### config.mk
export PLATFORM = sky130hd
export DESIGN_NAME = txn_fifo
export DESIGN_NICKNAME = d
export VERILOG_FILES = /design/src/rtl/txn_fifo.sv
export SDC_FILE = /design/constraint.sdc
export NUM_CORES = 1
export LEC_CHECK = 0
export BUFFER_PORTS_ARGS = -buffer_cell sky130_fd_sc_hd__buf_2
export CELL_PAD_IN_SITES_DETAIL_PLACEMENT = 1
export CELL_PAD_IN_SITES_GLOBAL_PLACEMENT = 2
export CORE_MARGIN = 2
export CORE_UTILIZATION = 40
export CTS_BUF_LIST = sky130_fd_sc_hd__clkbuf_4 sky130_fd_sc_hd__clkbuf_8 sky130_fd_sc_hd__clkbuf_16
export DETAILED_ROUTE_END_ITERATION = 16
export GPL_TIMING_DRIVEN = 0
export HOLD_SLACK_MARGIN = 0.1
export PLACE_DENSITY_LB_ADDON = 0.25
export RECOVER_POWER = 25
export SLEW_MARGIN = 20
export SYNTH_ARGS = -nofsm -noshare
export SYNTH_HDL_FRONTEND = slang
export SYNTH_SLANG_ARGS = --single-unit
### constraint.sdc
create_clock -name clk -period 3.3 [get_ports clk]
set_input_delay 0.33 -clock clk [delete_from_list [all_inputs] [get_ports clk]]
set_output_delay 0.33 -clock clk [all_outputs]
set_load 0.01 [all_outputs]
### src/rtl/txn_fifo.sv
module txn_fifo #(
  parameter int DW     = 16,
  parameter int DEPTH  = 32,
  parameter bit WR_TXN = 1'b1,
  parameter bit RD_TXN = 1'b1,
  localparam int AW    = (DEPTH > 1) ? $clog2(DEPTH) : 1,
  localparam int UW    = $clog2(DEPTH + 1)
) (
  input  logic          clk,
  input  logic          rst,
  input  logic          in_valid,
  output logic          in_ready,
  input  logic [DW-1:0] in_data,
  input  logic          in_commit,
  input  logic          in_abort,
  output logic [UW-1:0] in_used,
  output logic          out_valid,
  input  logic          out_ready,
  output logic [DW-1:0] out_data,
  input  logic          out_commit,
  input  logic          out_abort,
  output logic [UW-1:0] out_used
);

  localparam int PW   = $clog2(2 * DEPTH);
  localparam int LAST = 2 * DEPTH - 1;

  logic [DW-1:0] mem [DEPTH];
  logic [PW-1:0] wr_work, wr_cmt, rd_work, rd_cmt;
  logic [PW-1:0] wr_next, rd_next;
  logic          push, pop;
  logic          wr_pub, wr_drop, rd_rel, rd_back;

  function automatic logic [PW-1:0] bump(input logic [PW-1:0] p);
    return (p == PW'(LAST)) ? '0 : p + 1'b1;
  endfunction

  function automatic logic [UW-1:0] span(input logic [PW-1:0] a, input logic [PW-1:0] b);
    logic [PW:0] d;
    d = (a >= b) ? ({1'b0, a} - {1'b0, b})
                 : ({1'b0, a} + (PW+1)'(2 * DEPTH) - {1'b0, b});
    return UW'(d);
  endfunction

  function automatic logic [AW-1:0] slot(input logic [PW-1:0] p);
    return (p >= PW'(DEPTH)) ? AW'(p - PW'(DEPTH)) : AW'(p);
  endfunction

  assign wr_drop = WR_TXN & in_abort;
  assign wr_pub  = ~WR_TXN | in_commit;
  assign rd_back = RD_TXN & out_abort;
  assign rd_rel  = ~RD_TXN | out_commit;

  assign in_used   = span(wr_work, rd_cmt);
  assign out_used  = span(wr_cmt, rd_work);
  assign in_ready  = (in_used != UW'(DEPTH));
  assign out_valid = (rd_work != wr_cmt);
  assign out_data  = mem[slot(rd_work)];

  assign push    = in_valid & in_ready;
  assign pop     = out_valid & out_ready;
  assign wr_next = push ? bump(wr_work) : wr_work;
  assign rd_next = pop  ? bump(rd_work) : rd_work;

  always_ff @(posedge clk) begin
    if (push) mem[slot(wr_work)] <= in_data;
  end

  always_ff @(posedge clk) begin
    if (rst) begin
      wr_work <= '0;
      wr_cmt  <= '0;
    end else if (wr_drop) begin
      wr_work <= wr_cmt;
    end else begin
      wr_work <= wr_next;
      if (wr_pub) wr_cmt <= wr_next;
    end
  end

  always_ff @(posedge clk) begin
    if (rst) begin
      rd_work <= '0;
      rd_cmt  <= '0;
    end else if (rd_back) begin
      rd_work <= rd_cmt;
    end else begin
      rd_work <= rd_next;
      if (rd_rel) rd_cmt <= rd_next;
    end
  end

endmodule

==> metrics, run 1 <==
Leakage Power=0.00812 uW; routed len/inst=27.7 um; top post-synthesis cells by area=edfxtp_1, mux4_2, dfxtp_1, nor2_1, nand2_1; die area=55100 sq um; largest net degree at the start of global routing=33; largest stage delay on the critical path=530 ps; Syn Area/Cell=20.8 sq um; post-synthesis simple-gate area fraction=3.42%; FP Rows=84; max-slew violations=0; top-area cell type share of the netlist area=72.2%; num ports=54; 1st-iter DRT viols=969; list of most frequent post-synthesis cells=edfxtp_1, mux4_2, nor2_1; register area share after synthesis=74.4%; Post-Synth Adder-Cell Area=1.07%; RSZ-0062 raised after global routing=yes; Routability Congestion=0.749; top-count cell post-synth=edfxtp_1; worst slack, placed=-553 ps; global route total overflow=0; Post-synth EDFFs=512; largest family of logic cells by synthesized area=multiplexers; setup TNS=0 ps; Crit-path slowest cell=mux4_2; drt pass-1 iters=6; status=finished clean; Worst Tran Pin Value=1480 ps; Most Crowded Layer GR=met2; die height=235 um; Power Dens Cells=595 nW/um^2; Die Wd=235 um; Max-cap violations=0; H-Tree Depth=2; n_diodes=0; core area=52700 sq um; Post-Syn Area=21300 sq um; Max-slew headroom=1.66%; WP data arrival=2910 ps; Final Hold Fails=0; Post-DRT Antenna Nets=0; mux contribution to synthesized area=17.0%; Post-Synth XOR/XNOR Area=0.488%; final worst path period need=3240 ps; Req. time, crit path=2970 ps; Final Cell Area=25500 sq um; number of port buffers=51; WS Path Type=register to primary output; setup slack after layout=55.2 ps; Final Skew=13.0 ps; Worst Path Max Fanout=10; post-synthesis compound-gate area fraction=1.86%; Critical Path Start Type=register; # setup viols final=0; # DRC=0; Post-synth top flop=edfxtp_1; Reg clk slew, reported paths=60 ps; synthesis-stage register bit count=536; vias in the first global route=11300; Synth area leader=edfxtp_1; via count=10600; M1 GR Usage=28.0%; Cell Area, Placed=22800 sq um; GR Util met2=31.2%; vias per std cell=5.53; clock latency on the worst-skew pair=610 ps; ys async rst share=0%; Clock Root Buffer=clkbuf_16; Mapped Cells=1024; overall routed net length=53200 um; first-pass GRT wire length=78400 um; initial antenna violation count=3; cts bufs inserted=56; clock tree from TritonCTS=done; Critical Path, Cell by Cell=buf_12, buf_12, mux4_2, mux4_2, nand2_2, nand2_2, buf_2; area grow syn2layout=19.8%; Setup crit end kind=primary output; ratio of cells with drive above 1 in the final layout=35.4%; Clock Sinks=536; Hold Crit Class=primary input to register; Tot GR Track Use=19.6%; Syn Nets=1065; Post-DP HPWL=34600 um; Max Freq=308 MHz; Worst IR Drop VDD=0.000375 V; YS warnings=0; GRT met3 Usage=3.72%; period utilization=98.3%; Clock Tree Buf Depth=3; Net count, final=1228; Synth cell types=55; Initial Utilization=40.5%
## flip-flops by register name (all words and copies together), names as in the netlist
name     flops
mem        512
rd_cmt       6
wr_work      6
wr_cmt       6
rd_work      6
## routing by layer
layer  vias to the layer above  wire [um]
met1                      5681      23300
li1                       4546          -
met4                         6        987
met2                       310      25700
met3                        66       3140
met5                         -         40
## cells in the final DEF, fill, tap and decap left out, types with 8 or more instances in the layout
| master | Yosys | routed |
|---|---|---|
| clkbuf_1 | 32 | 24 |
| clkinv_1 | 1 | 15 |
| dfxtp_1 | 24 | 20 |
| nor2_1 | 62 | 31 |
| clkbuf_16 | 0 | 61 |
| edfxtp_1 | 512 | 512 |
| a211oi_1 | 12 | 12 |
| clkbuf_4 | 0 | 13 |
| nor2_4 | 0 | 27 |
| buf_2 | 5 | 40 |
| ha_1 | 15 | 15 |
| buf_6 | 3 | 19 |
| inv_1 | 24 | 23 |
| xnor2_1 | 9 | 9 |
| mux4_2 | 160 | 160 |
| clkinv_2 | 0 | 8 |
| a21oi_1 | 10 | 9 |
| nand3_1 | 9 | 9 |
| buf_12 | 0 | 19 |
| buf_4 | 8 | 23 |
| nand2_1 | 60 | 53 |
## worst max-delay path: cells and delay by family, from the launching register on
| kind | cells | cell delay [ps] |
|---|---|---|
| muxes | 2 | 1050 |
| DFF | 1 | 460 |
| buffers and inverters | 3 | 520 |
| and+or+nand+nor | 2 | 250 |
## metrics by stage
stage	instances	hold WS [ps]	util [%]	power (uW)
final	1918	166	48.5	15200
after global routing	1918	157	48.5	15700
after CTS	1918	125	48.4	15300
after detailed placement	1783	526	43.3	9000
after global placement	1763	512	42.6	8960
after floorplan	1024	429	-	8460
## path summary, 6_finish.rpt
| path | from | to | slack [ps] | cells after the start |
|---|---|---|---|---|
| hold reg to reg | rd_cmt[4]$_SDFFE_PP0P_ | rd_work[4]$_SDFF_PP0_ | 530 | 2 |
| hold / removal | in_abort | wr_work[3]$_SDFF_PP0_ | 170 | 3 |
| setup reg to reg | wr_work[0]$_SDFF_PP0_ | mem[22][10]$_DFFE_PP_ | 140 | 13 |
| setup / recovery | rd_work[0]$_SDFF_PP0_ | out_data[3] | 60 | 7 |
## where the power goes
part           total, uW  switching, uW  internal, uW
sequential          7570           39.6          7530
combinational       1400            781           619
clock               6220           2590          3630
## kinds of logic (layout without fill, tap and decap cells)
| family | count (synthesis) | after routing |
|---|---|---|
| multiplexers | 162 | 162 |
| AND/OR/NAND/NOR | 163 | 163 |
| buffers and inverters | 81 | 287 |
| AO/OA/AOI/OAI | 54 | 54 |
| XOR/XNOR | 11 | 11 |
| flip-flops | 536 | 536 |
| adder cells (fa/ha/maj) | 17 | 17 |
## timing repair
| item | in CTS | in global routing |
|---|---|---|
| setup endpoints to repair | 485 | 23 |
| buffers inserted | 30 | 1 |
| cloned | 2 | 1 |
| hold buffers | 2 | 0 |
| resized for setup | 121 | 8 |
| hold endpoints to repair | 5 | 0 |
| pin swaps | 23 | 1 |
## cell type report
| cell class | instances | area, sq um |
|---|---|---|
| fill | 4789 | 27100 |
| sequential | 536 | 15900 |
| multi-input combinational | 407 | 5360 |
| clock buffer | 68 | 1510 |
| timing repair buffer | 107 | 952 |
| tap | 688 | 861 |
| buffer | 52 | 577 |
| clock inverter | 33 | 289 |
| inverter | 27 | 104 |
Power figures use the tool's default switching activity.
==> inputs of run 2 (changes only) <==
--- a/config.mk
+++ b/config.mk
@@ -15,7 +15,6 @@
 export GPL_TIMING_DRIVEN = 0
 export HOLD_SLACK_MARGIN = 0.1
 export PLACE_DENSITY_LB_ADDON = 0.25
-export RECOVER_POWER = 25
 export SLEW_MARGIN = 20
 export SYNTH_ARGS = -nofsm -noshare
 export SYNTH_HDL_FRONTEND = slang
==> run 2 against run 1 <==
  * Utilization about the same
  * Worst hold slack got worse by 4.1 ps
  * Global-route usage unchanged
  * Sequential power is essentially flat
  * Non-clock buffer count did not move
  * Final area barely moved
  * First-iteration DRC count up 1.7%
  * Cell count stayed put
  * Critical path type unchanged
==> metrics, run 2 (synthesized netlist as in run 1, its figures left out) <==
Final Cell Area=25500 sq um (about the same); Clock Sinks=536 (unchanged); period utilization=98.2% (-0.14 points); clock latency on the worst-skew pair=610 ps (about the same); via count=10600 (+0.22%); first-pass GRT wire length=78400 um (unchanged); Die Wd=235 um (unchanged); largest net degree at the start of global routing=33 (unchanged); Routability Congestion=0.749 (unchanged); # DRC=0 (unchanged); final worst path period need=3240 ps (-4.46 ps); Net count, final=1228 (unchanged); Power Dens Cells=595 nW/um^2 (about the same); commonest cells after routing, fill and taps aside=edfxtp_1, mux4_2, clkbuf_16; Req. time, crit path=2970 ps (about the same); final core utilization=48.5% (about the same); commonest non-fill, non-tap cell in the layout=edfxtp_1; cts bufs inserted=56 (unchanged); Tot GR Track Use=19.6% (unchanged); Worst Path Max Fanout=10 (unchanged); vias in the first global route=11300 (unchanged); Clock Tree Buf Depth=3 (unchanged); number of port buffers=51 (unchanged); Max-slew headroom=50.1% (+48 points); 1st-iter DRT viols=985 (+1.7%); Critical Path Start Type=register; area grow syn2layout=19.8% (about the same); Post-DP HPWL=34600 um (unchanged); initial antenna violation count=3 (unchanged); post-placement cell count=1783 (unchanged); core area=52700 sq um (unchanged); RSZ-0062 raised after global routing=yes; routed len/inst=27.7 um (about the same); WP data arrival=2910 ps (about the same); fillcell total=4785 (-0.084%); num ports=54 (unchanged); Initial Utilization=40.5% (unchanged); WS Path Type=register to primary output; Largest Register=mem; max-slew violations=0 (unchanged); Final Hold Fails=0 (unchanged); Post-DRT Antenna Nets=0 (unchanged); ratio of cells with drive above 1 in the final layout=36.3% (+0.89 points); Max-cap violations=0 (unchanged); status=finished clean; Reg clk slew, reported paths=60 ps (about the same); n_diodes=0 (unchanged); FP Rows=84 (unchanged); Largest register FFs=512 (unchanged); Final Skew=12.8 ps (-0.192 ps); overall routed net length=53200 um (about the same); Cell Area, Placed=22800 sq um (unchanged); Clock Root Buffer=clkbuf_16; clock tree from TritonCTS=done; Worst Tran Pin Value=746 ps (-729 ps); Leakage Power=0.00815 uW (+0.37%); die area=55100 sq um (unchanged); vias per std cell=5.54 (+0.22%); setup TNS=0 ps (unchanged); # setup viols final=0 (unchanged); Max Freq=309 MHz (+0.14%); Hold Crit Class=primary input to register; Worst IR Drop VDD=0.000375 V (about the same); H-Tree Depth=2 (unchanged); die height=235 um (unchanged); global route total overflow=0 (unchanged); Setup crit end kind=primary output; drt pass-1 iters=6 (unchanged); Final Non-Filler Cells=1918 (unchanged)
-- run 2: where the power goes --
group	switching [uW]	total, uW	internal (uW)
registers	39.7	7560	7520
logic	780	1400	622
clock network	2600	6220	3630
total	3420	15200	11800
-- run 2: cell type report --
type	count	area, sq um	area share (%)
well taps	688	861	3.37
inverters	27	104	0.407
flip-flops and latches	536	15900	62.1
clock inverters	33	289	1.13
multi-input cells	407	5360	21.0
clock buffers	68	1510	5.91
repair buffers	107	966	3.78
plain buffers	52	577	2.26
-- run 2: final timing paths --
check                                             from                    end  slack [ps]  depth (start not counted)
worst min register to register  rd_cmt[4]$_SDFFE_PP0P_  rd_work[4]$_SDFF_PP0_         530                          2
worst max register to register   wr_work[0]$_SDFF_PP0_  mem[22][10]$_DFFE_PP_         150                         13
worst max-delay path             rd_work[0]$_SDFF_PP0_            out_data[3]          60                          7
worst min-delay path                          in_abort  wr_work[3]$_SDFF_PP0_         160                          3
-- run 2: timing repair --
item	in CTS	in global routing
gates resized for setup	121	8
hold buffers	2	0
buffers inserted	30	1
cloned	2	1
pin swaps	23	1
setup endpoints to repair	485	23
endpoints found under the hold margin	5	0
-- run 2: metrics by stage --
stage                     setup WS, ps  hold slack [ps]  power, uW
after floorplan                   54.0              429       8460
after global placement           -1340              512       8960
after detailed placement          -553              526       9000
after CTS                        -43.3              125      15300
after global routing             -37.5              157      15700
final                             59.6              162      15200
-- run 2: per-layer routing --
layer	track usage [%]	vias up	share of wire [%]
met4	4.93	6	1.9
met5	0	-	0.075
met3	3.72	66	5.6
met1	28.0	5711	44
met2	31.2	300	48
li1	-	4549	-
-- run 2: critical path, cell delays in order (launching register included) --
cell and delay (ps):
dfxtp_4 460, buf_12 180, buf_12 180, mux4_2 520
mux4_2 530, nand2_2 150, nand2_2 110, buf_2 160
